`config.mk`:
```
export PLATFORM = sky130hd
export DESIGN_NAME = rxcap_top
export DESIGN_NICKNAME = d
export VERILOG_FILES = /design/src/rtl/rxcap_pkg.sv /design/src/rtl/rxcap_tick.sv /design/src/rtl/rxcap_filt.sv /design/src/rtl/rxcap_top.sv
export SDC_FILE = /design/constraint.sdc
export NUM_CORES = 1
export LEC_CHECK = 0
export BUFFER_PORTS_ARGS = -buffer_cell sky130_fd_sc_hd__buf_2
export CORE_UTILIZATION = 55
export DETAILED_ROUTE_END_ITERATION = 8
export HOLD_SLACK_MARGIN = 0.15
export PLACE_DENSITY = 0.83
export SETUP_SLACK_MARGIN = 0.4
export SYNTH_ARGS = -nofsm -noshare
export SYNTH_HDL_FRONTEND = slang
export SYNTH_HIERARCHICAL = 1
export SYNTH_SLANG_ARGS = --single-unit
```
`constraint.sdc`:
```
create_clock -name clk -period 5.3 [get_ports clk]
set_input_delay 0.795 -clock clk [delete_from_list [all_inputs] [get_ports clk]]
set_output_delay 0.795 -clock clk [all_outputs]
set_load 0.02 [all_outputs]
```
`src/rtl/rxcap_pkg.sv`:
```
package rxcap_pkg;
    localparam int PER_W = 15;
    localparam logic [PER_W-1:0] PER_MAX = '1;

    typedef struct packed {
        logic             lvl;
        logic [PER_W-1:0] per;
    } entry_t;

    typedef enum logic [2:0] {
        ST_IDLE,
        ST_WAIT,
        ST_RUN,
        ST_END,
        ST_DONE
    } state_t;
endpackage

```
`src/rtl/rxcap_tick.sv`:
```
module rxcap_tick #(
    parameter int DIV_W = 8
) (
    input  logic             clk,
    input  logic             rst_n,
    input  logic [DIV_W-1:0] div_val,
    output logic             tick
);
    logic [DIV_W-1:0] cnt_d, cnt_q;

    always_comb begin
        tick  = (cnt_q >= div_val);
        cnt_d = tick ? '0 : cnt_q + 1'b1;
    end

    always_ff @(posedge clk or negedge rst_n) begin
        if (!rst_n) cnt_q <= '0;
        else        cnt_q <= cnt_d;
    end


    tick_spacing_chk: assert property (@(posedge clk) disable iff (!rst_n)
        tick && div_val != '0 |=> !tick || div_val != $past(div_val));
endmodule

```
`src/rtl/rxcap_filt.sv`:
```
module rxcap_filt #(
    parameter int FLT_W = 8
) (
    input  logic             clk,
    input  logic             rst_n,
    input  logic             filt_en,
    input  logic [FLT_W-1:0] filt_thr,
    input  logic             pin,
    output logic             lvl
);
    typedef struct packed {
        logic             raw;
        logic             out;
        logic [FLT_W-1:0] cnt;
    } fst_t;

    fst_t d, q;

    always_comb begin
        d     = q;
        d.raw = pin;
        if (!filt_en) begin
            d.out = q.raw;
            d.cnt = '0;
        end else if (q.raw == q.out) begin
            d.cnt = '0;
        end else if ({1'b0, q.cnt} + 1'b1 >= {1'b0, filt_thr}) begin
            d.out = q.raw;
            d.cnt = '0;
        end else begin
            d.cnt = q.cnt + 1'b1;
        end
    end

    always_ff @(posedge clk or negedge rst_n) begin
        if (!rst_n) q <= '0;
        else        q <= d;
    end

    assign lvl = q.out;


    filt_follow_chk: assert property (@(posedge clk) disable iff (!rst_n)
        !$stable(q.out) |-> $past(q.raw) == q.out);
endmodule

```
`src/rtl/rxcap_top.sv`:
```
module rxcap_top
    import rxcap_pkg::*;
#(
    parameter int DIV_W    = 8,
    parameter int FLT_W    = 8,
    parameter int IDLE_W   = 16,
    parameter int BLK_LOG  = 6,
    parameter int NBLK_LOG = 3
) (
    input  logic                        clk,
    input  logic                        rst_n,
    input  logic                        cap_en,
    input  logic [DIV_W-1:0]            div_val,
    input  logic                        filt_en,
    input  logic [FLT_W-1:0]            filt_thr,
    input  logic [IDLE_W-1:0]           idle_thr,
    input  logic [NBLK_LOG-1:0]         blk_base,
    input  logic [NBLK_LOG:0]           blk_cnt,
    input  logic                        own_rx,
    input  logic                        rx_pin,
    output logic                        wr_en,
    output logic [BLK_LOG+NBLK_LOG-1:0] wr_addr,
    output logic [31:0]                 wr_data,
    output logic [3:0]                  wr_be,
    output logic                        done,
    output logic                        own_err,
    output logic                        ovf_err
);
    localparam int AW   = BLK_LOG + NBLK_LOG;
    localparam int NBLK = 1 << NBLK_LOG;

    typedef struct packed {
        state_t            st;
        logic              en_prev;
        logic              lvl;
        logic [PER_W-1:0]  cnt;
        logic [IDLE_W-1:0] idl;
        logic [AW-1:0]     waddr;
        logic              hi;
        logic [AW:0]       used;
        logic              wr_en;
        logic [AW-1:0]     wr_addr;
        logic [31:0]       wr_data;
        logic [3:0]        wr_be;
        logic              done;
        logic              oerr;
        logic              verr;
    } rst_t;

    rst_t d, q;
    logic tick, filt;
    logic emit;
    entry_t ent;
    logic [NBLK_LOG:0] blocks;
    logic [AW:0]       last_word;
    logic [IDLE_W-1:0] thr_eff;
    logic              edge_seen;
    logic              idle_hit;

    rxcap_tick #(.DIV_W(DIV_W)) u_tick (
        .clk(clk), .rst_n(rst_n), .div_val(div_val), .tick(tick)
    );

    rxcap_filt #(.FLT_W(FLT_W)) u_filt (
        .clk(clk), .rst_n(rst_n), .filt_en(filt_en), .filt_thr(filt_thr),
        .pin(rx_pin), .lvl(filt)
    );

    always_comb begin
        if (blk_cnt == '0)                    blocks = 1;
        else if (blk_cnt > (NBLK_LOG+1)'(NBLK)) blocks = (NBLK_LOG+1)'(NBLK);
        else                                  blocks = blk_cnt;
        last_word = {blocks, {BLK_LOG{1'b0}}} - 1'b1;
        thr_eff   = (idle_thr == '0) ? IDLE_W'(1) : idle_thr;
        edge_seen = (filt != q.lvl);
        idle_hit  = ({1'b0, q.idl} + 1'b1) >= {1'b0, thr_eff};
    end

    always_comb begin
        d         = q;
        d.wr_en   = 1'b0;
        d.en_prev = cap_en;
        emit      = 1'b0;
        ent       = '0;

        unique case (q.st)
            ST_IDLE: if (cap_en && !q.en_prev) begin
                d.st    = ST_WAIT;
                d.lvl   = filt;
                d.waddr = {blk_base, {BLK_LOG{1'b0}}};
                d.hi    = 1'b0;
                d.used  = '0;
                d.done  = 1'b0;
                d.oerr  = 1'b0;
                d.verr  = 1'b0;
            end
            ST_WAIT: if (edge_seen) begin
                d.st  = ST_RUN;
                d.lvl = filt;
                d.cnt = PER_W'(tick);
                d.idl = IDLE_W'(tick);
            end
            ST_RUN: begin
                if (edge_seen) begin
                    emit  = 1'b1;
                    ent   = '{lvl: q.lvl, per: q.cnt};
                    d.lvl = filt;
                    d.cnt = PER_W'(tick);
                    d.idl = IDLE_W'(tick);
                end else if (tick) begin
                    if (q.idl != '1) d.idl = q.idl + 1'b1;
                    if (idle_hit) begin
                        emit = 1'b1;
                        ent  = '{lvl: q.lvl, per: (q.cnt == PER_MAX) ? PER_MAX : q.cnt + 1'b1};
                        d.st = ST_END;
                    end else if (q.cnt == PER_MAX) begin
                        emit  = 1'b1;
                        ent   = '{lvl: q.lvl, per: PER_MAX};
                        d.cnt = PER_W'(1);
                    end else begin
                        d.cnt = q.cnt + 1'b1;
                    end
                end
            end
            ST_END: begin
                emit = 1'b1;
                ent  = '{lvl: q.lvl, per: '0};
            end
            default: ;
        endcase

        if (emit) begin
            if (!own_rx) begin
                d.oerr = 1'b1;
                d.done = 1'b1;
                d.st   = ST_DONE;
            end else begin
                d.wr_en   = 1'b1;
                d.wr_addr = q.waddr;
                d.wr_data = {ent, ent};
                d.wr_be   = q.hi ? 4'b1100 : 4'b0011;
                if (ent.per == '0) begin
                    d.done = 1'b1;
                    d.st   = ST_DONE;
                end else if (q.hi && q.used == last_word) begin
                    d.verr = 1'b1;
                    d.done = 1'b1;
                    d.st   = ST_DONE;
                end else if (q.hi) begin
                    d.hi    = 1'b0;
                    d.waddr = q.waddr + 1'b1;
                    d.used  = q.used + 1'b1;
                end else begin
                    d.hi = 1'b1;
                end
            end
        end

        if (!cap_en) begin
            d.st    = ST_IDLE;
            d.done  = 1'b0;
            d.wr_en = 1'b0;
        end
    end

    always_ff @(posedge clk or negedge rst_n) begin
        if (!rst_n) q <= '{st: ST_IDLE, default: '0};
        else        q <= d;
    end

    assign wr_en   = q.wr_en;
    assign wr_addr = q.wr_addr;
    assign wr_data = q.wr_data;
    assign wr_be   = q.wr_be;
    assign done    = q.done;
    assign own_err = q.oerr;
    assign ovf_err = q.verr;

    logic [15:0] wr_half;
    assign wr_half = wr_be[2] ? wr_data[31:16] : wr_data[15:0];


    be_shape_chk: assert property (@(posedge clk) disable iff (!rst_n)
        wr_en |-> (wr_be == 4'b0011 || wr_be == 4'b1100));

    own_gate_chk: assert property (@(posedge clk) disable iff (!rst_n)
        wr_en |-> $past(own_rx));

    marker_done_chk: assert property (@(posedge clk) disable iff (!rst_n)
        wr_en && wr_half[14:0] == '0 |-> done);

    quiet_after_done_chk: assert property (@(posedge clk) disable iff (!rst_n)
        done && $past(done) |-> !wr_en);

    en_low_chk: assert property (@(posedge clk) disable iff (!rst_n)
        !$past(cap_en) |-> !done && !wr_en);
endmodule

```
==> out/results.ini <==
[clock_tree]
clkTransAtPathRegs_ns = 0.07
clk_path_buf_depth = 2
numCtsBuffers = 9
cts.sinks = 105
clk_latency_ns = 0.36
htree_levels = 3
cts_root_buf = clkbuf_16
ctsHoldBuffers = 0
cts_tree = yes

[power]
power.share.clock_pct = 30.7
swShare_pct = 34.53
power_density_nw_per_um2 = 303.1
ir_worst_vdd_mv = 0.2014
p_sw_uw = 801.4
p_seq_share_pct = 43.2
combPwrFrac_pct = 26.1
power.leakage_nw = 3.917
p_int_mw = 1.519

[floorplan]
ios = 94
die_area_um2 = 13230
rows = 40
die_h_um = 115.0
die_x_um = 115.0
core_area_um2 = 12210
start_util_pct = 57.55

[critical_path]
crit_top_cell = ha_1
startpoint_type = flip-flop
arrival_ns = 4.88
cp_top_family = compound AO/OA/AOI/OAI gates
worstPathMaxFanout = 20
critical_path_buf_inv_count = 1
r2r-end = q[67]$_DFF_PN0_
crit_slowest_cell = dfrtp_1
slowest_delay_ns = 0.42
crit_type = reg -> reg
r2r_slack_ns = 0.66
path_cells = ha_1, nand4_1, nor2_4, nand3_2, nor2_1, xor2_1, ha_1, a21o_1, a21oi_1, o21ai_0, a211oi_2, nand2_2, a221o_1, nor4b_4, a2111oi_4, buf_4, and3_1, a211o_1
reg2reg_from = q[69]$_DFFE_PN0P_
required_ns = 5.55
ff2ff_path_depth = 18
endpoint_kind = flip-flop

[global_routing]
overflow = 0
grt_pass1_vias = 5460
antenna_found_initial = 0
grt_start_max_net_pins = 54
gr-usage-all-layers_pct = 25.35
grt_pass1_wl_um = 26210

[yosys]
synth_cell_types = 79
synth_edf_count = 0
yosysSeqAreaShare_pct = 37.39
ys_ff_latch = 105
synth_fp_nets = 887
synth_area_per_cell_um2 = 8.752
synth_area_um2 = 7028
netlist_instances = 803
synth_ff_type = dfrtp_1
synth_warnings = 6
ys_async_sr_fraction_pct = 100.0

[layout]
fin_cells = 1015
n_antenna_cell = 0
syn_to_final_growth_pct = 8.937
drive_gt1_share_pct = 19.24
nets = 926
fill_cells = 1082

[hold_path]
hold_class = in -> async

[run]
maxCapViolCount = 0

[timing]
slew_viol_final = 0
setup_violations = 0
finalCritPeriodShare_pct = 87.52
rsz0062_at_grt = no
fin_worst_skew_ns = 0.01149
finalWorstPathRequiredPeriod_ns = 4.638
relSlewSlack_pct = 37.54
max_slew.worst_pin.slew_ns = 0.9361
fmax_mhz = 215.6
hold_viol = 0
tns_ns = 0

[drt]
first_pass_iters = 6
wirelength_um = 15650
drt_iter0_markers = 513
ant_nets = 0
vias = 5795
via_per_inst = 5.709
route.detailed.drc = 0
wl_per_cell_um = 15.42

[place]
dp_cells = 994
port-buffer-count = 93
place_congestion = 0.9630
hpwl_um = 11390

[status]
status = finished clean

==> repair_timing <==
item	CTS	global route
pin swaps	1	4
resized for setup	1	5
endpoints found under the setup margin	11	20
setup buffers	2	3
endpoints found under the hold margin	0	0
==> layout make-up <==
class | instances | area, um^2 | area share [%]
Tap cell | 168 | 210.2 | 2.746
Sequential cell | 105 | 2628 | 34.32
Clock buffer | 11 | 252.7 | 3.301
Multi-Input combinational cell | 577 | 3767 | 49.21
Clock inverter | 5 | 67.56 | 0.8825
Inverter | 42 | 157.7 | 2.059
Timing Repair Buffer | 107 | 573.1 | 7.485
==> power by group through the flow <==
stage          Sequential, mW  Combinational [mW]  Clock, mW
5_1_grt                  1.02               0.683      0.757
6_report                 1.00               0.606      0.712
3_5_place_dp             1.01               0.604          0
4_1_cts                  1.00               0.608      0.721
2_1_floorplan           0.976               0.511          0
3_3_place_gp             1.01               0.588          0
==> registers in the layout (all words and copies together), names as in the netlist <==
register	count
own_err	1
wr_addr	9
done	1
ovf_err	1
q	56
u_filt/lvl	1
wr_en	1
u_filt/q	9
wr_data	16
u_tick/cnt_q	8
wr_be	2
==> cells by family after synthesis <==
family / share of synthesized area (%)
AND/OR/NAND/NOR: 22.20
flip-flops: 37.39
buffers and inverters: 9.400
adder cells (fa/ha/maj): 6.943
XOR/XNOR: 5.092
multiplexers: 1.727
AO/OA/AOI/OAI: 17.25
==> cell usage after synthesis (5+ instances only) <==
library cell	number	area share [%]
and3_1	22	2.0
nand2b_1	9	0.80
xor2_1	18	2.2
nand4_1	6	0.53
dfrtp_1	105	37
nor3_1	9	0.64
mux2_2	5	0.80
nor2b_1	10	0.89
a21oi_1	24	1.7
nor4_1	5	0.45
nor2_1	55	2.9
o31ai_1	8	0.85
ha_1	39	6.9
clkbuf_1	20	1.1
nand3_1	33	2.4
buf_4	48	5.1
a31oi_1	5	0.45
a21o_1	8	0.85
o21ai_0	66	4.7
mux2i_1	5	0.71
a22oi_1	7	0.75
a221o_1	6	0.85
inv_1	42	2.2
a22o_1	13	1.6
xnor2_1	21	2.6
a211o_1	6	0.75
buf_2	5	0.36
nand2_1	128	6.8
==> layout by cell type (no fill, tap or decap), drive strengths merged, types with 21 or more instances in the layout <==
cell type,Yosys,final
xnor2,21,21
nor2,57,57
nand2,129,129
a21oi,25,25
and3,24,24
dfrtp,105,105
nand3,34,34
ha,39,39
buf,55,107
inv,42,45
o21ai,70,70
==> worst reg2reg max path, cell delays in order, from the launching register on <==
cell	delay [ns]
dfrtp_1	0.42
ha_1	0.22
nand4_1	0.24
nor2_4	0.21
nand3_2	0.14
nor2_1	0.17
xor2_1	0.21
ha_1	0.27
a21o_1	0.18
a21oi_1	0.13
o21ai_0	0.18
a211oi_2	0.39
nand2_2	0.15
a221o_1	0.39
nor4b_4	0.41
a2111oi_4	0.15
buf_4	0.22
and3_1	0.19
a211o_1	0.27
==> how the worst max path moves through the flow <==
| stage | start | end | slack (ns) | cells after the start |
|---|---|---|---|---|
| global route | q[69]$_DFFE_PN0P_ | q[67]$_DFF_PN0_ | 0.39 | 17 |
| global placement | q[69]$_DFFE_PN0P_ | q[51]$_DFF_PN0_ | 0.44 | 18 |
| CTS | q[69]$_DFFE_PN0P_ | q[66]$_DFF_PN0_ | 0.51 | 18 |
| detailed placement | q[69]$_DFFE_PN0P_ | q[62]$_DFF_PN0_ | 0.27 | 18 |
| finish | q[69]$_DFFE_PN0P_ | q[67]$_DFF_PN0_ | 0.66 | 18 |
| floorplan | q[69]$_DFFE_PN0P_ | q[66]$_DFF_PN0_ | 1.03 | 18 |
==> through the flow <==
| step | power, mW | worst slack, ns | area, um^2 | utilization (%) | hold slack, ns |
|---|---|---|---|---|---|
| 2_1_floorplan | 1.488 | 1.027 | 7028 | - | 0.4462 |
| 3_3_place_gp | 1.599 | 0.4450 | 7271 | 59.54 | 0.4551 |
| 3_5_place_dp | 1.619 | 0.2704 | 7271 | 59.54 | 0.4584 |
| 4_1_cts | 2.329 | 0.5103 | 7611 | 62.33 | 0.4771 |
| 5_1_grt | 2.457 | 0.3938 | 7656 | 62.69 | 0.5106 |
| 6_report | 2.321 | 0.6617 | 7656 | 62.69 | 0.4756 |
==> layer usage <==
layer  vias up  track usage, %  routed length, um
met5         -               0                  0
li1       2821               -                  -
met4         0           9.091                330
met3        28           4.902                849
met1      2762           33.27               6988
met2       184           41.85               7484
Note: power is estimated with default switching activity, not from simulation.
